**config.mk**
```make
export PLATFORM = sky130hd
export DESIGN_NAME = sdram_cmd_guard
export DESIGN_NICKNAME = d
export VERILOG_FILES = /design/src/rtl/sdcg_pkg.sv /design/src/rtl/sdcg_decode.sv /design/src/rtl/sdcg_bank.sv /design/src/rtl/sdram_cmd_guard.sv
export SDC_FILE = /design/constraint.sdc
export NUM_CORES = 1
export LEC_CHECK = 0
export ABC_AREA = 1
export ABC_CLOCK_PERIOD_IN_PS = 2300
export BUFFER_PORTS_ARGS = -buffer_cell sky130_fd_sc_hd__clkbuf_2
export CAP_MARGIN = 5
export CORE_MARGIN = 1
export CORE_UTILIZATION = 49
export DETAILED_ROUTE_END_ITERATION = 16
export HOLD_SLACK_MARGIN = 0.12
export PLACE_DENSITY = 0.69
export SLEW_MARGIN = 20
export SYNTH_ARGS = -nofsm -noshare
export SYNTH_HDL_FRONTEND = slang
export SYNTH_SLANG_ARGS = --single-unit
```
**constraint.sdc**
```tcl
create_clock -name clk -period 2.3 [get_ports clk]
set_clock_uncertainty 0.15 [all_clocks]
set_input_delay 0 -clock clk [delete_from_list [all_inputs] [get_ports clk]]
set_output_delay 0 -clock clk [all_outputs]
set_load 0.02 [all_outputs]
```
**src/rtl/sdcg_pkg.sv**
```systemverilog
package sdcg_pkg;

  typedef enum logic [2:0] {
    CMD_LMR = 3'b000,
    CMD_REF = 3'b001,
    CMD_PRE = 3'b010,
    CMD_ACT = 3'b011,
    CMD_WR  = 3'b100,
    CMD_RD  = 3'b101,
    CMD_BST = 3'b110,
    CMD_NOP = 3'b111
  } cmd_e;

  typedef enum logic [2:0] {
    BS_IDLE    = 3'd0,
    BS_OPENING = 3'd1,
    BS_OPEN    = 3'd2,
    BS_READ    = 3'd3,
    BS_WRITE   = 3'd4,
    BS_PRECH   = 3'd5,
    BS_RDAP    = 3'd6,
    BS_WRAP    = 3'd7
  } bstate_e;

  typedef enum logic [1:0] {
    VC_NONE    = 2'd0,
    VC_BUSY    = 2'd1,
    VC_ILLEGAL = 2'd2,
    VC_NOTIDLE = 2'd3
  } vcode_e;

endpackage

```
**src/rtl/sdcg_decode.sv**
```systemverilog
module sdcg_decode
  import sdcg_pkg::*;
(
  input  logic clk,
  input  logic rst,
  input  logic cke,
  input  logic cs_n,
  input  logic ras_n,
  input  logic cas_n,
  input  logic we_n,
  output logic chk_en,
  output cmd_e cmd
);

  logic cke_q;

  always_ff @(posedge clk) begin
    if (rst) cke_q <= 1'b0;
    else     cke_q <= cke;
  end

  assign chk_en = cke & cke_q;

  always_comb begin
    if (chk_en && !cs_n) cmd = cmd_e'({ras_n, cas_n, we_n});
    else                 cmd = CMD_NOP;
  end

endmodule

```
**src/rtl/sdcg_bank.sv**
```systemverilog
module sdcg_bank
  import sdcg_pkg::*;
#(
  parameter int CNT_W = 4
) (
  input  logic             clk,
  input  logic             rst,
  input  cmd_e             cmd,
  input  logic             hit,
  input  logic             a10,
  input  logic [CNT_W-1:0] cfg_trcd,
  input  logic [CNT_W-1:0] cfg_trp,
  input  logic [CNT_W-1:0] cfg_bl,
  output bstate_e          state,
  output vcode_e           vcode
);

  localparam int TW = CNT_W + 1;

  logic [TW-1:0] cnt, go_cnt;
  logic [TW-1:0] len_rcd, len_rp, len_bl, len_ap;
  logic          go, timed;
  bstate_e       go_state, done_state;

  assign len_rcd = {1'b0, cfg_trcd};
  assign len_rp  = {1'b0, cfg_trp};
  assign len_bl  = {1'b0, cfg_bl};
  assign len_ap  = len_bl + len_rp;

  // Where a timed state lands once its countdown runs out.
  always_comb begin
    timed      = 1'b1;
    done_state = BS_IDLE;
    unique case (state)
      BS_IDLE, BS_OPEN:    timed = 1'b0;
      BS_OPENING:          done_state = BS_OPEN;
      BS_READ, BS_WRITE:   done_state = BS_OPEN;
      default:             done_state = BS_IDLE;
    endcase
  end

  // Legality and command effect for this bank.
  always_comb begin
    vcode    = VC_NONE;
    go       = 1'b0;
    go_state = state;
    go_cnt   = '0;
    if (hit && cmd != CMD_NOP) begin
      unique case (state)
        BS_IDLE: begin
          unique case (cmd)
            CMD_ACT: begin go = 1'b1; go_state = BS_OPENING; go_cnt = len_rcd; end
            CMD_PRE, CMD_REF, CMD_LMR: ;
            default: vcode = VC_ILLEGAL;
          endcase
        end
        BS_OPEN, BS_READ, BS_WRITE: begin
          unique case (cmd)
            CMD_RD: begin
              go       = 1'b1;
              go_state = a10 ? BS_RDAP : BS_READ;
              go_cnt   = a10 ? len_ap : len_bl;
            end
            CMD_WR: begin
              go       = 1'b1;
              go_state = a10 ? BS_WRAP : BS_WRITE;
              go_cnt   = a10 ? len_ap : len_bl;
            end
            CMD_PRE: begin go = 1'b1; go_state = BS_PRECH; go_cnt = len_rp; end
            CMD_BST: begin
              if (state == BS_OPEN) vcode = VC_ILLEGAL;
              else begin go = 1'b1; go_state = BS_OPEN; end
            end
            CMD_REF, CMD_LMR: vcode = VC_NOTIDLE;
            default: vcode = VC_ILLEGAL;
          endcase
        end
        default: vcode = VC_BUSY;
      endcase
    end
  end

  always_ff @(posedge clk) begin
    if (rst) begin
      state <= BS_IDLE;
      cnt   <= '0;
    end else if (go) begin
      state <= go_state;
      cnt   <= go_cnt;
    end else if (timed) begin
      if (cnt <= TW'(1)) begin
        state <= done_state;
        cnt   <= '0;
      end else begin
        cnt <= cnt - TW'(1);
      end
    end
  end

  // an idle bank leaves idle only through ACTIVE
  p_idle_hold_r4: assert property (@(posedge clk) disable iff (rst)
    (state == BS_IDLE && !(hit && cmd == CMD_ACT)) |=> state == BS_IDLE);

  // opening can only continue or become open
  p_opening_path_r3: assert property (@(posedge clk) disable iff (rst)
    state == BS_OPENING |=> (state == BS_OPENING || state == BS_OPEN));

  // auto-close states only persist or fall to idle
  p_ap_exit_r8: assert property (@(posedge clk) disable iff (rst)
    (state == BS_RDAP || state == BS_WRAP) |=> (state == $past(state) || state == BS_IDLE));

  // precharging only persists or falls to idle
  p_prech_exit_r7: assert property (@(posedge clk) disable iff (rst)
    state == BS_PRECH |=> (state == BS_PRECH || state == BS_IDLE));

endmodule

```
**src/rtl/sdram_cmd_guard.sv**
```systemverilog
module sdram_cmd_guard
  import sdcg_pkg::*;
#(
  parameter int BA_W  = 2,
  parameter int CNT_W = 4
) (
  input  logic                      clk,
  input  logic                      rst,
  input  logic                      cke,
  input  logic                      cs_n,
  input  logic                      ras_n,
  input  logic                      cas_n,
  input  logic                      we_n,
  input  logic [BA_W-1:0]           ba,
  input  logic                      a10,
  input  logic [CNT_W-1:0]          cfg_trcd,
  input  logic [CNT_W-1:0]          cfg_trp,
  input  logic [CNT_W-1:0]          cfg_bl,
  output logic                      viol,
  output logic [1:0]                viol_code,
  output logic [BA_W-1:0]           viol_bank,
  output logic [3*(1<<BA_W)-1:0]    bank_state
);

  localparam int NB = 1 << BA_W;

  cmd_e           cmd;
  logic           chk_en;
  logic [NB-1:0]  hit;
  logic [NB-1:0]  busy_hit;
  bstate_e        bstate [NB];
  vcode_e         vcode  [NB];
  vcode_e         sel_code;
  logic [BA_W-1:0] sel_bank;

  sdcg_decode u_dec (
    .clk    (clk),
    .rst    (rst),
    .cke    (cke),
    .cs_n   (cs_n),
    .ras_n  (ras_n),
    .cas_n  (cas_n),
    .we_n   (we_n),
    .chk_en (chk_en),
    .cmd    (cmd)
  );

  for (genvar i = 0; i < NB; i++) begin : g_bank
    assign hit[i] = (cmd == CMD_REF) || (cmd == CMD_LMR) ||
                    (cmd == CMD_PRE && a10) || (ba == BA_W'(i));

    sdcg_bank #(.CNT_W(CNT_W)) u_bank (
      .clk      (clk),
      .rst      (rst),
      .cmd      (cmd),
      .hit      (hit[i]),
      .a10      (a10),
      .cfg_trcd (cfg_trcd),
      .cfg_trp  (cfg_trp),
      .cfg_bl   (cfg_bl),
      .state    (bstate[i]),
      .vcode    (vcode[i])
    );

    assign bank_state[3*i +: 3] = bstate[i];
    assign busy_hit[i] = hit[i] && cmd != CMD_NOP &&
                         (bstate[i] == BS_OPENING || bstate[i] == BS_PRECH ||
                          bstate[i] == BS_RDAP    || bstate[i] == BS_WRAP);
  end

  // Lowest flagged bank wins.
  always_comb begin
    sel_code = VC_NONE;
    sel_bank = '0;
    for (int i = NB - 1; i >= 0; i--) begin
      if (vcode[i] != VC_NONE) begin
        sel_code = vcode[i];
        sel_bank = BA_W'(i);
      end
    end
  end

  always_ff @(posedge clk) begin
    if (rst) begin
      viol      <= 1'b0;
      viol_code <= 2'd0;
      viol_bank <= '0;
    end else begin
      viol      <= (sel_code != VC_NONE);
      viol_code <= sel_code;
      viol_bank <= sel_bank;
    end
  end

  // a busy bank reached by a real command is always reported
  p_busy_flag_r9: assert property (@(posedge clk) disable iff (rst)
    (|busy_hit) |=> (viol && viol_code != 2'd0));

  // no report for a cycle that clock-enable gating skips
  p_skip_r2: assert property (@(posedge clk) disable iff (rst)
    !chk_en |=> !viol);

endmodule

```
==> flow_results.org <==
** CTS
- CTS buffer count :: 5
- The clock net in this run drives a total of 38 sinks.
- Deepest level of the CTS H-tree :: 2
- Clock tree synthesis selected as its root buffer the cell sky130_fd_sc_hd__clkbuf_8.
- Clock transition at path regs :: 0.08 ns
- TritonCTS clock tree :: done
- The clock passes through at most 2 buffers.
- Clock Latency Late Sink :: 0.30 ns

** Pwr
- Of the total power, the clock network draws 0.425.
- PnR Total Power :: 1.393 mW
- The worst-case IR drop observed on VDD is 0.3543 mV.
- The analysis attributes to cell leakage a power of 1.881 nW.
- Power spread over the standard cell area amounts to 381.9 nW/µm².
- Of the total power, the share spent switching nets is 0.2566.
- Internal portion of total power :: 1.035 mW
- Sequential group share of total power :: 0.475
- Logic pwr share :: 0.100
- Sw power :: 0.3574 mW

** Floorplan
- The core region is 6026 µm².
- Vertical extent of the die :: 81.95 µm
- From left edge to right edge, the die measures 81.95 µm.
- The initialized floorplan defines 28 standard-cell rows.
- Number of primary I/O pins :: 39
- Die Footprint :: 6715 µm²
- The initial utilization of the core area, before any placement, comes to 0.5197.

** Placement
- Input and output buffers added on the ports amount to 38.
- The HPWL after detailed placement is 6385 µm.
- Worst slack after detailed placement :: 0.1989 ns
- The number of placed instances, taps included, is 641.
- The congestion estimate from routability-driven global placement came to 1.003.

** Setup path
- Register-to-register setup slack :: 0.23 ns
- The kind of cell with the highest combined delay along the critical path is simple AND/OR/NAND/NOR gates.
- Source of the worst register-to-register timing path :: g_bank[0].u_bank.state[2]
- FF-to-FF End :: g_bank[0].u_bank.state[1]
- Among all stages on the critical path, the largest delay is contributed by sky130_fd_sc_hd__dlygate4sd3_1.
- Chain of cells forming the critical path :: dlygate4sd3_1 > clkbuf_2 > nand2_1 > nor3_4 > nand2_2 > nor2_4 > nand2_1 > nand3_2 > nand2_2 > o21ai_4 > nand2_4 > o21ai_0 > inv_1 > nor2_1 > nor2_1
- STA classifies the critical path startpoint as an input port.
- Worst EP required :: 2.34 ns
- The critical path contains buffers and inverters numbering 3 combined.
- Critical Path Sink Type :: flop
- Along the worst path, the maximum fanout reaches 15.
- Counting cells, the worst reg-to-reg path comes to 10.
- By startpoint and endpoint, the worst setup path is classified as input port to flop.
- Max incr delay on CP :: 0.52 ns
- For the worst setup path, the data arrival time is 2.13 ns.

** STA
- The final count of pins violating max slew is 0.
- Timing would allow up to 0.4785 GHz.
- After layout, the worst setup slack is 0.2100 ns.
- Min cycle time layout :: 2.090 ns
- Setup total negative slack on the finished layout was measured at 0 ns.
- Dividing the final minimum period by the clock period gives 0.9087.
- RSZ-0062 raised after global routing :: false
- Total count of hold-check failures in the final report :: 0
- At the pin with the least slew margin, the transition time is 0.6513 ns.
- Hold slack :: 0.1565 ns
- In this run the tightest slew margin relative to its limit is 0.5653.
- Setup violators final :: 0

** Worst hold path
- The path with the worst hold slack has its endpoint at g_bank[3].u_bank.cnt[3].
- Worst min path class :: input port to flop
- In this run the most critical hold path is launched from cfg_trcd[3].
- Hold path cells :: 7

** Cells and area
- Antenna cells :: 0
- Growth of design area from synthesis to finish :: 16.46%
- Area occupied by multi-input gates :: 2049 µm²
- Leaving out fill and tap cells, the most frequent cell in the layout is sky130_fd_sc_hd__nand2_1.
- Commonest non-fill, non-tap cells in the layout :: sky130_fd_sc_hd__nand2_1 (155), sky130_fd_sc_hd__inv_1 (67), sky130_fd_sc_hd__nor2_1 (52)
- The final layout contains 616 nets.
- Final Non-Filler Cells :: 657
- Of the cells placed in the final design, the portion with a size suffix greater than 1 is 0.1615.
- Sequential cell area :: 760.7 µm²
- Number of fillers in the final layout :: 627

** Route
- Final routed wirelength across all metal layers :: 8337 µm
- For this run, design rule violations remaining after detail routing come to 0.
- After detailed routing, the number of vias per cell comes to 5.277.
- Remaining antenna violation count after routing :: 0
- Initial DRT Pass Iterations :: 5
- Via count :: 3467
- Initial detailed-routing violation count :: 183
- Average routed wire per standard cell :: 12.69 µm

** Outcome
- The run finished with clean final reports.

** GRT
- The initial antenna violation count came to 0.
- Via count of the first global-routing pass :: 3199
- Entering global routing, the biggest net connects 21 pins.
- The first global-routing pass estimated 13850 µm of wire.
- Gr usage total :: 0.2666
- Global routing finished with a remaining overflow of 0.

** Job
- The tool flagged a number of max-cap violations equal to 0.

** Yosys
- Post-Synthesis Mean Instance Area :: 5.988 µm²
- During synthesis, Yosys emitted a total of 0 warnings.
- Summing every instance area after synthesis gives 3132 µm².
- Synthesis produced a netlist with a net count of 558.
- Synthesis handed over a netlist of 523 instances.
- Sequential-to-total area share from yosys stat :: 0.2429
- FF+latch count, synth :: 38
- Number of library cell types mapped by synthesis :: 37
[power groups by stage]
stage | registers, mW | logic [mW] | clock network, mW
3_3_place_gp | 0.677 | 0.130 | 0
3_5_place_dp | 0.677 | 0.132 | 0
4_1_cts | 0.662 | 0.138 | 0.598
2_1_floorplan | 0.680 | 0.0739 | 0
6_report | 0.662 | 0.139 | 0.592
5_1_grt | 0.662 | 0.156 | 0.624
[cells in the mapped netlist, drive strengths merged]
master | number | share of area
o32ai | 1 | 0.0028
xnor2 | 3 | 0.0084
buf | 3 | 0.0084
dfxtp | 38 | 0.24
a22oi | 3 | 0.0072
clkinv | 2 | 0.0028
o22ai | 5 | 0.010
nand3 | 46 | 0.075
nor2 | 62 | 0.086
nand4 | 8 | 0.016
ha | 12 | 0.048
a21oi | 27 | 0.044
fa | 1 | 0.0064
a31oi | 3 | 0.0060
inv | 74 | 0.089
nor4 | 2 | 0.0040
o21ai | 42 | 0.071
xor2 | 10 | 0.028
nor3 | 7 | 0.015
o211ai | 4 | 0.013
clkbuf | 3 | 0.0036
o21bai | 2 | 0.0048
nand2 | 164 | 0.21
o2111ai | 1 | 0.0028
[logic make-up after synthesis]
group,after synthesis,share of synthesized area
AOI/OAI and AO/OA,88,0.1614
xor gates and xnor gates,13,0.03636
adders and majority gates,13,0.05433
buffers and inverters,82,0.1035
DFF,38,0.2429
and+or+nand+nor,289,0.4015
[metrics by stage]
step                        util  area [µm²]
after floorplan                -        3132
after global placement    0.5743        3461
after detailed placement  0.5743        3461
after CTS                 0.5999        3615
after global routing      0.6053        3647
final                     0.6053        3647
[registers in the layout (all words and copies together) (netlist names)]
signal               count
viol_bank                2
g_bank.u_bank.state     12
viol_code                2
u_dec.cke_q              1
g_bank.u_bank.cnt       20
viol                     1
[tightest hold or removal path: stages]
cell and delay, ns:
sky130_fd_sc_hd__clkbuf_2 0.09, sky130_fd_sc_hd__nand2_1 0.17, sky130_fd_sc_hd__o22ai_1 0.11, sky130_fd_sc_hd__nand2_1 0.06, sky130_fd_sc_hd__nand2_1 0.04, sky130_fd_sc_hd__nand2_1 0.05
sky130_fd_sc_hd__a21oi_1 0.05
[routing by layer]
layer | part of all wire | wire length, µm | global-route usage
met1 | 0.47 | 3921 | 0.3322
met2 | 0.48 | 4024 | 0.4760
met3 | 0.035 | 292 | 0.03667
met4 | 0.012 | 99 | 0.06842
met5 | 0 | 0 | 0
[area by class of cell]
cell class	instances	area share
sequential	38	0.2086
clock inverter	3	0.01235
clock buffer	5	0.01887
tap	75	0.02573
multi-input combinational	403	0.5619
timing repair buffer	57	0.09400
inverter	76	0.07856
[what timing repair did]
| item | 4_1_cts | 5_1_grt |
|---|---|---|
| setup buffers | 0 | 4 |
| hold endpoints to repair | 18 | 0 |
| hold buffers | 4 | 0 |
| setup endpoints to repair | 0 | 4 |
| gates resized for setup | 0 | 1 |
[how the worst max path moves through the flow]
stage | startpoint | end | slack [ns] | cells after the start
CTS | g_bank[1].u_bank.state[2] | g_bank[1].u_bank.state[1] | 0.17 | 11
floorplan | g_bank[2].u_bank.state[2] | g_bank[2].u_bank.cnt[1] | 0.42 | 12
detailed placement | g_bank[1].u_bank.state[2] | g_bank[1].u_bank.state[1] | 0.20 | 11
finish | cke | g_bank[0].u_bank.state[1] | 0.21 | 15
global route | cke | g_bank[3].u_bank.state[1] | 0.009 | 12
global placement | g_bank[1].u_bank.state[2] | g_bank[1].u_bank.state[1] | 0.25 | 11
(Power assumes the default switching activity.)
